--- config.mk ---
export PLATFORM = sky130hd
export DESIGN_NAME = recip_freq_meter
export DESIGN_NICKNAME = d
export VERILOG_FILES = /design/src/rtl/rfm_pkg.sv /design/src/rtl/rfm_sync_fall.sv /design/src/rtl/rfm_counter.sv /design/src/rtl/recip_freq_meter.sv
export SDC_FILE = /design/constraint.sdc
export NUM_CORES = 1
export LEC_CHECK = 0
export BUFFER_PORTS_ARGS = -buffer_cell sky130_fd_sc_hd__buf_2
export CAP_MARGIN = 30
export CORE_MARGIN = 4
export CORE_UTILIZATION = 62
export DETAILED_ROUTE_END_ITERATION = 16
export GPL_ROUTABILITY_DRIVEN = 0
export PLACE_DENSITY = 0.9
export SYNTH_ARGS = -nofsm -noshare
export SYNTH_HDL_FRONTEND = slang
export SYNTH_SLANG_ARGS = --single-unit
--- constraint.sdc ---
create_clock -name clk -period 4.2 [get_ports clk]
set_input_delay 0 -clock clk [delete_from_list [all_inputs] [get_ports clk]]
set_output_delay 0 -clock clk [all_outputs]
set_load 0.01 [all_outputs]
--- src/rtl/rfm_pkg.sv ---
package rfm_pkg;

    typedef enum logic [2:0] {
        ST_IDLE,
        ST_ARMED,
        ST_OPEN,
        ST_CLOSING,
        ST_CAPT,
        ST_DONE
    } gate_state_t;

endpackage

--- src/rtl/rfm_sync_fall.sv ---
module rfm_sync_fall #(
    parameter int STAGES = 2
) (
    input  logic clk,
    input  logic rst_n,
    input  logic async_i,
    output logic fall_o
);
    localparam int PIPE_W = STAGES + 1;

    logic [PIPE_W-1:0] pipe_d, pipe_q;

    // pipe_q[STAGES-1] is the synchronized level; pipe_q[STAGES] is its previous value
    always_comb begin
        pipe_d = {pipe_q[PIPE_W-2:0], async_i};
    end

    always_ff @(posedge clk) begin
        if (!rst_n) pipe_q <= '0;
        else        pipe_q <= pipe_d;
    end

    assign fall_o = pipe_q[STAGES] & ~pipe_q[STAGES-1];

endmodule

--- src/rtl/rfm_counter.sv ---
module rfm_counter #(
    parameter int W = 24
) (
    input  logic         clk,
    input  logic         rst_n,
    input  logic         clr_i,
    input  logic         inc_i,
    output logic [W-1:0] count_o,
    output logic         wrap_o
);
    logic [W-1:0] cnt_d, cnt_q;

    always_comb begin
        cnt_d = cnt_q;
        if (clr_i)      cnt_d = '0;
        else if (inc_i) cnt_d = cnt_q + 1'b1;
    end

    always_ff @(posedge clk) begin
        if (!rst_n) cnt_q <= '0;
        else        cnt_q <= cnt_d;
    end

    assign count_o = cnt_q;
    assign wrap_o  = inc_i & ~clr_i & (&cnt_q);

endmodule

--- src/rtl/recip_freq_meter.sv ---
module recip_freq_meter #(
    parameter int REF_W       = 24,
    parameter int SIG_W       = 24,
    parameter int WRAP_W      = 8,
    parameter int SYNC_STAGES = 2
) (
    input  logic              clk,
    input  logic              rst_n,
    input  logic              arm_i,
    input  logic              sig_i,
    output logic              busy_o,
    output logic              done_o,
    output logic              too_fast_o,
    output logic [REF_W-1:0]  ref_count_o,
    output logic [WRAP_W-1:0] ref_wraps_o,
    output logic [SIG_W-1:0]  sig_count_o
);
    import rfm_pkg::*;

    localparam logic [WRAP_W-1:0] WRAP_MAX = '1;

    typedef struct packed {
        gate_state_t       state;
        logic [WRAP_W-1:0] wraps;
        logic              fast;
        logic              done;
        logic [REF_W-1:0]  ref_cap;
        logic [WRAP_W-1:0] wrap_cap;
        logic [SIG_W-1:0]  sig_cap;
    } regs_t;

    regs_t r_d, r_q;

    logic             fall;
    logic             gate_open;
    logic [REF_W-1:0] ref_cnt;
    logic [SIG_W-1:0] sig_cnt;
    logic             ref_wrap;
    logic             sig_wrap;

    rfm_sync_fall #(.STAGES(SYNC_STAGES)) u_sync (
        .clk     (clk),
        .rst_n   (rst_n),
        .async_i (sig_i),
        .fall_o  (fall)
    );

    assign gate_open = (r_q.state == ST_OPEN) || (r_q.state == ST_CLOSING);

    rfm_counter #(.W(REF_W)) u_ref_cnt (
        .clk     (clk),
        .rst_n   (rst_n),
        .clr_i   (arm_i),
        .inc_i   (gate_open),
        .count_o (ref_cnt),
        .wrap_o  (ref_wrap)
    );

    rfm_counter #(.W(SIG_W)) u_sig_cnt (
        .clk     (clk),
        .rst_n   (rst_n),
        .clr_i   (arm_i),
        .inc_i   (gate_open & fall),
        .count_o (sig_cnt),
        .wrap_o  (sig_wrap)
    );

    always_comb begin
        r_d = r_q;
        if (arm_i) begin
            r_d.state    = ST_ARMED;
            r_d.wraps    = '0;
            r_d.fast     = 1'b0;
            r_d.done     = 1'b0;
            r_d.ref_cap  = '0;
            r_d.wrap_cap = '0;
            r_d.sig_cap  = '0;
        end else begin
            if (ref_wrap && (r_q.wraps != WRAP_MAX)) r_d.wraps = r_q.wraps + 1'b1;
            if (sig_wrap) r_d.fast = 1'b1;
            unique case (r_q.state)
                ST_ARMED:   if (fall) r_d.state = ST_OPEN;
                ST_OPEN:    if (ref_wrap) r_d.state = ST_CLOSING;
                ST_CLOSING: if (fall) r_d.state = ST_CAPT;
                ST_CAPT: begin
                    r_d.ref_cap  = ref_cnt;
                    r_d.sig_cap  = sig_cnt;
                    r_d.wrap_cap = r_q.wraps;
                    r_d.done     = 1'b1;
                    r_d.state    = ST_DONE;
                end
                default: r_d.state = r_q.state;
            endcase
        end
    end

    always_ff @(posedge clk) begin
        if (!rst_n) begin
            r_q.state    <= ST_IDLE;
            r_q.wraps    <= '0;
            r_q.fast     <= 1'b0;
            r_q.done     <= 1'b0;
            r_q.ref_cap  <= '0;
            r_q.wrap_cap <= '0;
            r_q.sig_cap  <= '0;
        end else begin
            r_q <= r_d;
        end
    end

    assign busy_o      = (r_q.state != ST_IDLE) && (r_q.state != ST_DONE);
    assign done_o      = r_q.done;
    assign too_fast_o  = r_q.fast;
    assign ref_count_o = r_q.ref_cap;
    assign ref_wraps_o = r_q.wrap_cap;
    assign sig_count_o = r_q.sig_cap;

endmodule

# After elaboration in Yosys (flattened, before gate mapping)
# Index checks and enable logic that the tools add are counted.
# word_totals
ff_bits	120
in_bits	4
word_cells	54
# op_classes
addsub	3
eq_ne	12
muxes	8
bitwise_logic	9
n_reduce_logical	11
# op_table
cell	n
two-way mux 67 bit	1
two-way mux 57 bit	1
adder 24 x 1 -> 24 bit, second input constant	2
AND reduction 24 bit	2
!= test 3 bit, second input constant	4
one-hot mux 3 bit (4 select lines)	1
two-way mux 3 bit	3
adder 8 x 1 -> 8 bit, second input constant	1
two-way mux 8 bit	1
!= test 8 bit, second input constant	1
AND reduction 4 bit	2
bitwise AND 1 bit	6
equality test 3 x 2 -> 1 bit, second input constant	2
!= test 2 bit, second input constant	3
nonzero test 5 bit	1
nonzero test 4 bit	1
equality test 3 x 1 -> 1 bit, second input constant	1
equality test 3 bit, second input constant	1
NOT 1 bit	3
nonzero test 3 bit	1
logical AND 1 bit	2
OR reduction 2 bit	1
logical OR 1 bit	1
two-way mux 1 bit	1

# Longest topological paths before layout
# Gate-level depths: netlist of run 1.
# logic_depth
word_depth	7
ltp_mapped	7
depth_no_buf	6

# Hierarchy
# From an unflattened synthesis of run 1, not the netlist that was laid out.
# hier_totals
hier_cells	623
area_unflattened_um2	5300.1
# modules_own_cells
mod	instances	cells_each	area_per_inst_um2	seq_area_each_um2
recip_freq_meter	1	368	2999.1	1381.3
rfm_counter	2	124	1106.1	480.5
rfm_sync_fall	1	7	88.8	60.1

# Least setup slack after synthesis of run 1
# No wires, ideal clock.
# synth_path
path_kind	reg2reg
startpoint	register u_ref_cnt.cnt_q[0], in the netlist u_ref_cnt.count_o[0]
endpoint	register r_q[63] (netlist bit)
arrival_ns	1.751
required_ns	4.130
slack_ns	2.379
path_stages_with_launch	7
n_path_buf	0
period_less_slack_ns	1.821
path_cell_list	dfxtp_1 > ha_1 > nand3_1 > nor4_4 > nand4b_4 > or3_1 > a21oi_1
# synth_between
elab_chain_cells	3
# synth_lines
element	line_no	source
from (decl)	rfm_counter.sv:11	logic [W-1:0] cnt_d, cnt_q;
from (signal assigned)	rfm_counter.sv:21	else cnt_q <= cnt_d;
AND reduction 24 bit	rfm_counter.sv:25	assign wrap_o = inc_i & ~clr_i & (&cnt_q);
bitwise AND 1 bit	rfm_counter.sv:25	
logical AND 1 bit	recip_freq_meter.sv:79	if (ref_wrap && (r_q.wraps != WRAP_MAX)) r_d.wraps = r_q.wraps + 1'b1;
to (signal assigned)	recip_freq_meter.sv:107	r_q <= r_d;
to (decl)	recip_freq_meter.sv:32	regs_t r_d, r_q;
# No other way between the ends.
# A chain may end at the register's enable or synchronous reset.

# Worst setup path after layout of run 1
# layout_path
startpoint	register u_ref_cnt.cnt_q[0], in the netlist u_ref_cnt.count_o[0]
endpoint	register r_q[66] (netlist bit)
# layout_between
elab_chain_cells	4
# layout_lines
element	line_no
AND reduction 24 bit	rfm_counter.sv:25
bitwise AND 1 bit	rfm_counter.sv:25
!= test 3 bit (no line)	n/a
AND reduction 4 bit (no line)	n/a
# No other way between the ends.

==> results of run 1 <==
-- repair_timing --
| item | 4_1_cts | 5_1_grt |
|---|---|---|
| hold buffers | 6 | 0 |
| endpoints found under the hold margin | 6 | 0 |
| setup buffers | 0 | 0 |
-- area by class of cell --
cell class | instances | share of cell area
clock buffers | 18 | 0.0725
well taps | 105 | 0.0223
clock inverters | 14 | 0.0375
repair buffers | 71 | 0.0767
inverters | 6 | 0.00382
multi-input cells | 420 | 0.380
flip-flops and latches | 120 | 0.407
-- worst min-delay path, delay by kind of cell --
| family | cells | cell delay, ns |
|---|---|---|
| buffers and inverters | 2 | 0.70 |
| and+or+nand+nor | 1 | 0.13 |
-- Yosys cell counts, types with 2 or more instances --
cell / instances / area [sq um]
and3_1: 5 / 31.3
nor3_1: 10 / 50.1
and2_1: 6 / 37.5
nand2b_1: 2 / 12.5
xnor2_1: 22 / 193
nand2_1: 136 / 510
nor2b_1: 2 / 12.5
and4_1: 4 / 35.0
o21ai_0: 12 / 60.1
nor4_1: 5 / 31.3
inv_1: 6 / 22.5
buf_2: 3 / 15.0
nor2_1: 59 / 221
a21oi_1: 69 / 345
or3_1: 13 / 81.3
dfxtp_1: 120 / 2400
clkbuf_1: 24 / 90.1
or2_2: 2 / 12.5
nand4_1: 13 / 81.3
a31oi_1: 4 / 25.0
ha_1: 3 / 37.5
mux2i_1: 3 / 30.0
buf_1: 4 / 15.0
xor2_1: 19 / 166
buf_4: 56 / 420
nand3_1: 19 / 95.1
-- worst max-delay path by stage --
stage,startpoint,endpoint,slack (ns),cells past startpoint
5_1_grt,u_ref_cnt.count_o[0]$_SDFFE_PP0P_,r_q[66]$_SDFFE_PN0P_,1.33,7
3_5_place_dp,u_ref_cnt.count_o[0]$_SDFFE_PP0P_,r_q[61]$_SDFFE_PP0P_,2.07,6
2_1_floorplan,u_ref_cnt.count_o[0]$_SDFFE_PP0P_,r_q[63]$_SDFFE_PP0P_,2.38,6
4_1_cts,u_ref_cnt.count_o[0]$_SDFFE_PP0P_,r_q[66]$_SDFFE_PN0P_,1.55,7
3_3_place_gp,u_ref_cnt.count_o[0]$_SDFFE_PP0P_,r_q[63]$_SDFFE_PP0P_,2.12,6
6_report,u_ref_cnt.count_o[0]$_SDFFE_PP0P_,r_q[66]$_SDFFE_PN0P_,1.44,7
-- power by group through the flow --
stage               clock network, W   logic, W  registers (W)
floorplan                          0  0.0000193        0.00117
global route                 0.00164  0.0000367        0.00114
detailed placement                 0  0.0000289        0.00117
global placement                   0  0.0000252        0.00117
CTS                          0.00159  0.0000333        0.00114
finish                       0.00158  0.0000340        0.00114
-- layer usage --
metal	wire length, microns	vias up	GRT usage	part of all wire
li1	-	2052	-	-
met1	4900	2041	0.300	0.42
met2	5750	179	0.392	0.49
met3	767	40	0.0736	0.066
met4	284	0	0.0956	0.024
met5	0	-	0	0
-- cell families after synthesis --
logic type | after synthesis | share of synthesized area
and+or+nand+nor | 285 | 0.259
DFF | 120 | 0.462
buffers and inverters | 94 | 0.110
AOI/OAI and AO/OA | 88 | 0.0873
xor gates and xnor gates | 41 | 0.0690
muxes | 3 | 0.00577
adders and majority gates | 3 | 0.00721
-- sequential cells by signal (all words and copies together) (netlist names) --
signal / cells
u_sync.pipe_q: 3
u_ref_cnt.count_o: 24
u_sig_cnt.count_o: 24
done_o: 1
too_fast_o: 1
ref_wraps_o: 8
sig_count_o: 24
ref_count_o: 24
r_q: 11
-- through the flow --
step	total power, W	setup WS, ns	hold slack [ns]
after detailed placement	0.00120	2.07	0.233
after global routing	0.00282	1.33	0.387
after floorplan	0.00119	2.38	0.122
after global placement	0.00119	2.12	0.216
after CTS	0.00277	1.55	0.318
final	0.00276	1.44	0.343
==> summary.md, run 1 <==
| Metric | Value |
|---|---|
| Syn Inst Count | `634` |
| Reg2reg end | `r_q[66]$_SDFFE_PN0P_` |
| Outcome | `complete, no violations` |
| # setup viols final | `0` |
| Post-CTS resize count | `0` |
| Hold path endpoint | `u_sync.pipe_q[1]$_SDFF_PN0_` |
| I/O pins | `63` |
| Vias | `4,312` |
| Net count after synthesis | `641` |
| Placed Cells | `between 700 and 800` |
| Clk Latency, worst-skew pair | `around 0.52 ns` |
| Slowest-stage cell, CP | `nor4_4` |
| FF/Latch Area | `approximately 2400 sq um` |
| Area grow syn2layout | `13.4%` |
| RR Startpoint | `u_ref_cnt.count_o[0]$_SDFFE_PP0P_` |
| Fin crit share | `0.658` |
| Ys Warns | `0` |
| Distinct cells, synth | `39` |
| Hold Fails Final Rpt | `0` |
| Grt ovf | `0` |
| Crit path cell chain | `ha_1, nand3_1, nor4_4, and2_1, nand2_1, a31oi_1, dlygate4sd3_1` |
| Rows | `33` |
| Final Core Density | `0.722` |
| Clock-pin slew on the worst setup and hold paths | `roughly 0.060 ns` |
| Number of synthesized register bits | `120` |
| Crit Path Category | `flop to flop` |
| CP required | `~4.7 ns` |
| Die Ht | `~100 microns` |
| Unrepaired setup endpoints after global routing | `no` |
| # Max-Cap Violations | `0` |
| Post-DP HPWL | `about 6700 microns` |
| Via count of the first global-routing pass | `just over 4,000` |
| Vias per inst | `5.72` |
| Rel. slew slack | `0.355` |
| Final Cell Area | `~5900 sq um` |
| Synth Cell Area | `approximately 5200 sq um` |
| Multi-input logic area | `between 2000 and 2500 sq um` |
| Worst EP arrival | `about 3.2 ns` |
| CTS tree | `yes` |
| Ys flop type | `dfxtp_1` |
| Slowest stage delay, CP | `~0.65 ns` |
| H-tree depth | `4` |
| Hold Path Class | `input pin to flop` |
| Peak Freq | `between 300 and 400 MHz` |
| Endpoint class of the critical path | `flop` |
| Power Dens Cells | `467 nW/um^2` |
| Fin. max-slew vios | `0` |
| Commonest non-fill, non-tap cells in the layout | `136 x nand2_1, 120 x dfxtp_1, 69 x a21oi_1` |
| Clock power frac | `0.573` |
| WP buf/inv | `1` |
| CTS buffer count | `17` |
| Total track usage | `0.241` |
| Crit path max fanout | `8` |
| R2R Setup Slk | `about 1.4 ns` |
| First-pass GRT wire length | `around 19,000 microns` |
| Syn avg cell area | `about 8.2 sq um` |
| Switching part of the total | `0.204` |
| Min-delay src | `rst_n` |
| Setup TNS | `0 ns` |
| Pin count of the biggest net entering global routing | `77` |
| Cell Count, Final, Fillers Out | `between 700 and 800` |
| Wirelength per Cell | `about 16 microns` |
| Max clock buf depth | `2` |
| CP startpoint kind | `flop` |
| Flop pwr share | `0.414` |
| Initial core utilization | `0.637` |
| Sequential element share of the synthesized area | `0.462` |
| Nets@finish | `between 600 and 700` |
| Worst Max-Slew Pin Slew | `0.960 ns` |
| Post-synth EDFFs | `0` |
| ANT nets after route | `0` |
| # port buffers | `62` |
| Crit path time final | `about 2.8 ns` |
| Final wirelength | `roughly 12,000 microns` |
| Layout cells sized above 1 | `0.166` |
| Die W | `about 100 microns` |
| R2R depth | `7` |
| Placed inst area | `~5200 sq um` |
| Asr flop ratio synth | `0` |
| # fillers | `between 500 and 600` |
| CP delay by family, top | `simple AND/OR/NAND/NOR gates` |
| NetSw | `~0.00056 W` |
| Initial drt markers | `~420` |
| Pint | `0.00220 W` |
| Die Area | `9930 sq um` |
| Worst Hold Path Cells | `3` |
| DRC viols | `0` |
| Clk_skew | `0.00735 ns` |
| Combinational power share | `0.012` |
| Initial antenna violation count | `0` |
| Clock root cell | `clkbuf_8` |
| Core area | `just over 8000 sq um` |
| Max IR drop VDD | `approximately 0.00029 V` |
| Commonest non-fill, non-tap cell in the layout | `nand2_1` |
| Pleak | `2.17 nW` |
| Drt pass-1 iters | `5` |
| N_diodes | `0` |
| CTS Sinks | `120` |
Note: power is estimated with default switching activity, not from simulation.
==> run 2: changes to the inputs <==
--- a/config.mk
+++ b/config.mk
@@ -8,10 +8,10 @@
 export BUFFER_PORTS_ARGS = -buffer_cell sky130_fd_sc_hd__buf_2
 export CAP_MARGIN = 30
 export CORE_MARGIN = 4
-export CORE_UTILIZATION = 62
+export CORE_UTILIZATION = 58
 export DETAILED_ROUTE_END_ITERATION = 16
 export GPL_ROUTABILITY_DRIVEN = 0
-export PLACE_DENSITY = 0.9
+export PLACE_DENSITY = 0.86
 export SYNTH_ARGS = -nofsm -noshare
 export SYNTH_HDL_FRONTEND = slang
 export SYNTH_SLANG_ARGS = --single-unit
==> constraint.sdc (replaced) <==
create_clock -name clk -period 2.7 [get_ports clk]
set_input_delay 0 -clock clk [delete_from_list [all_inputs] [get_ports clk]]
set_output_delay 0 -clock clk [all_outputs]
set_load 0.01 [all_outputs]
==> run 2 against run 1 <==
Effect of this change: critical path depth is the same; fmax grew 7.8%; count of clock-buffer cells in the layout is the same; first-iteration DRC count shrank 26%; via count shrank 0.12%; sequential power grew 56%; final cell count grew 0.66%; non-clock buffer count grew 2; setup slack lost 1.3 ns; clock skew grew 0.0084 ns; critical path type unchanged; largest cell class unchanged; largest power group unchanged.
==> summary.md, run 2 (same netlist as run 1, synthesis figures left out) <==
| Metric | Value |
|---|---|
| CTS tree | `yes (unchanged)` |
| Hold Fails Final Rpt | `0 (unchanged)` |
| Pin count of the biggest net entering global routing | `85 (was 77)` |
| Overall Power | `0.00427 W (was 0.00276 W)` |
| Clock-pin slew on the worst setup and hold paths | `0.06 ns (about the same)` |
| Area grow syn2layout | `13.1% (was 13.4%)` |
| Post-DP HPWL | `6830 microns (was 6680 microns)` |
| ANT nets after route | `0 (unchanged)` |
| # port buffers | `62 (unchanged)` |
| Layout cells sized above 1 | `0.167 (was 0.166)` |
| Placed Cells | `720 (was 715)` |
| Commonest non-fill, non-tap cell in the layout | `nand2_1 (unchanged)` |
| N_diodes | `0 (unchanged)` |
| Rows | `34 (was 33)` |
| Clk Latency, worst-skew pair | `0.52 ns (about the same)` |
| Crit path max fanout | `8 (unchanged)` |
| Hold Path Class | `input pin to flop (unchanged)` |
| Die Area | `10,600 sq um (was 9930 sq um)` |
| Setup TNS | `0 ns (unchanged)` |
| Endpoint class of the critical path | `flop (unchanged)` |
| Fin. max-slew vios | `0 (unchanged)` |
| Die Ht | `103 microns (was 99.6 microns)` |
| Fin crit share | `0.949 (was 0.658)` |
| CTS buffer count | `17 (unchanged)` |
| Peak Freq | `390 MHz (was 362 MHz)` |
| CTS Sinks | `120 (unchanged)` |
| Max IR drop VDD | `0.000453 V (was 0.000292 V)` |
| Post-CTS setup repair buffer count | `0 (unchanged)` |
| Cell Count, Final, Fillers Out | `759 (was 754)` |
| Initial antenna violation count | `0 (unchanged)` |
| Vias per inst | `5.67 (was 5.72)` |
| Slowest stage delay, CP | `0.57 ns (was 0.65 ns)` |
| Via count of the first global-routing pass | `4,103 (was 4,060)` |
| Worst hold margin | `0.338 ns (was 0.343 ns)` |
| Post-CTS resize count | `0 (unchanged)` |
| DRC viols | `0 (unchanged)` |
| Pleak | `2.17 nW (about the same)` |
| Worst EP arrival | `3.03 ns (was 3.22 ns)` |
| WP buf/inv | `1 (unchanged)` |
| Crit Path Category | `flop to flop (unchanged)` |
| Drt pass-1 iters | `5 (unchanged)` |
| Final wirelength | `11,500 microns (was 11,700 microns)` |
| Clock root cell | `clkbuf_8 (unchanged)` |
| # setup viols final | `0 (unchanged)` |
| # Max-Cap Violations | `0 (unchanged)` |
| Outcome | `complete, no violations (unchanged)` |
| CP startpoint kind | `flop (unchanged)` |
| Die W | `103 microns (was 99.6 microns)` |
| Crit path cell chain | `ha_1, nand3_1, nor4_4, and2_1, nand2_1, a31oi_1, dlygate4sd3_1 (unchanged)` |
| H-tree depth | `4 (unchanged)` |
| First-pass GRT wire length | `18,400 microns (was 19,300 microns)` |
| Nets@finish | `645 (was 643)` |
| Vias | `4,307 (was 4,312)` |
| CTS hold repair buffers | `6 (unchanged)` |
| Initial core utilization | `0.597 (was 0.637)` |
| Clk_skew | `0.0157 ns (was 0.00735 ns)` |
| Final Core Density | `0.675 (was 0.722)` |
| Core area | `8720 sq um (was 8180 sq um)` |
| CP required | `3.16 ns (was 4.66 ns)` |
| I/O pins | `63 (unchanged)` |
| Total track usage | `0.219 (was 0.241)` |
| Commonest non-fill, non-tap cells in the layout | `136 x nand2_1, 120 x dfxtp_1, 69 x a21oi_1 (unchanged)` |
| Worst Max-Slew Pin Slew | `0.865 ns (was 0.960 ns)` |
| Power Dens Cells | `726 nW/um^2 (was 467 nW/um^2)` |
| Rel. slew slack | `0.424 (was 0.355)` |
| Unrepaired setup endpoints after global routing | `no (unchanged)` |
| Initial drt markers | `311 (was 421)` |
| Grt ovf | `0 (unchanged)` |
| Crit path time final | `2.56 ns (was 2.76 ns)` |
| Slowest-stage cell, CP | `nor4_4 (unchanged)` |
| Wirelength per Cell | `15.2 microns (was 15.5 microns)` |
| CP delay by family, top | `simple AND/OR/NAND/NOR gates (unchanged)` |
| Max clock buf depth | `2 (unchanged)` |
-- run 2: cell count changes in the layout (fill, tap and decap cells not counted) --
cell	change
buf_12	+1
buf_4	+3
buf_16	-2
clkinvlp_4	-1
clkinv_4	+1
clkbuf_8	-1
clkbuf_1	+1
-- run 2: routing by layer --
layer	part of all wire	vias up	GRT usage
li1	-	2052	-
met1	0.41	2012	0.270
met2	0.48	203	0.356
met3	0.083	40	0.0629
met4	0.026	0	0.103
met5	0	-	0
-- run 2: power by group --
part,leakage (nW),internal (W),switching [W]
combinational,0.897,0.0000159,0.0000344
sequential,0.967,0.00177,0.00000395
clock,0.306,0.00160,0.000841
total,2.17,0.00339,0.000879
-- run 2: path summary, 6_finish.rpt --
path | depth (start not counted) | slack, ns | to | startpoint
min | 3 | 0.34 | u_sync.pipe_q[1]$_SDFF_PN0_ | rst_n
min reg2reg | 1 | 0.44 | u_sync.pipe_q[1]$_SDFF_PN0_ | u_sync.pipe_q[0]$_SDFF_PN0_
max reg2reg | 7 | 0.14 | r_q[66]$_SDFFE_PN0P_ | u_ref_cnt.count_o[0]$_SDFFE_PP0P_
max | 7 | 0.14 | r_q[66]$_SDFFE_PN0P_ | u_ref_cnt.count_o[0]$_SDFFE_PP0P_
-- run 2: area by class of cell --
type	instances	area [sq um]
fill	605	2840
sequential	120	2400
multi-input combinational	420	2240
timing repair buffer	73	440
clock buffer	18	418
clock inverter	14	223
tap	108	135
inverter	6	22.5
-- run 2: stage by stage --
stage | area [sq um] | setup WS [ns]
6_report | 5880 | 0.137
5_1_grt | 5880 | 0.00517
4_1_cts | 5860 | 0.170
3_5_place_dp | 5160 | 0.587
3_3_place_gp | 5160 | 0.700
2_1_floorplan | 5200 | 0.879
-- run 2: worst reg2reg max path: stages, from the launching register on --
cell           delay [ns]
dfxtp_1              0.40
ha_1                 0.21
nand3_1              0.15
nor4_4               0.57
and2_1               0.36
nand2_1              0.08
a31oi_1              0.18
dlygate4sd3_1        0.56
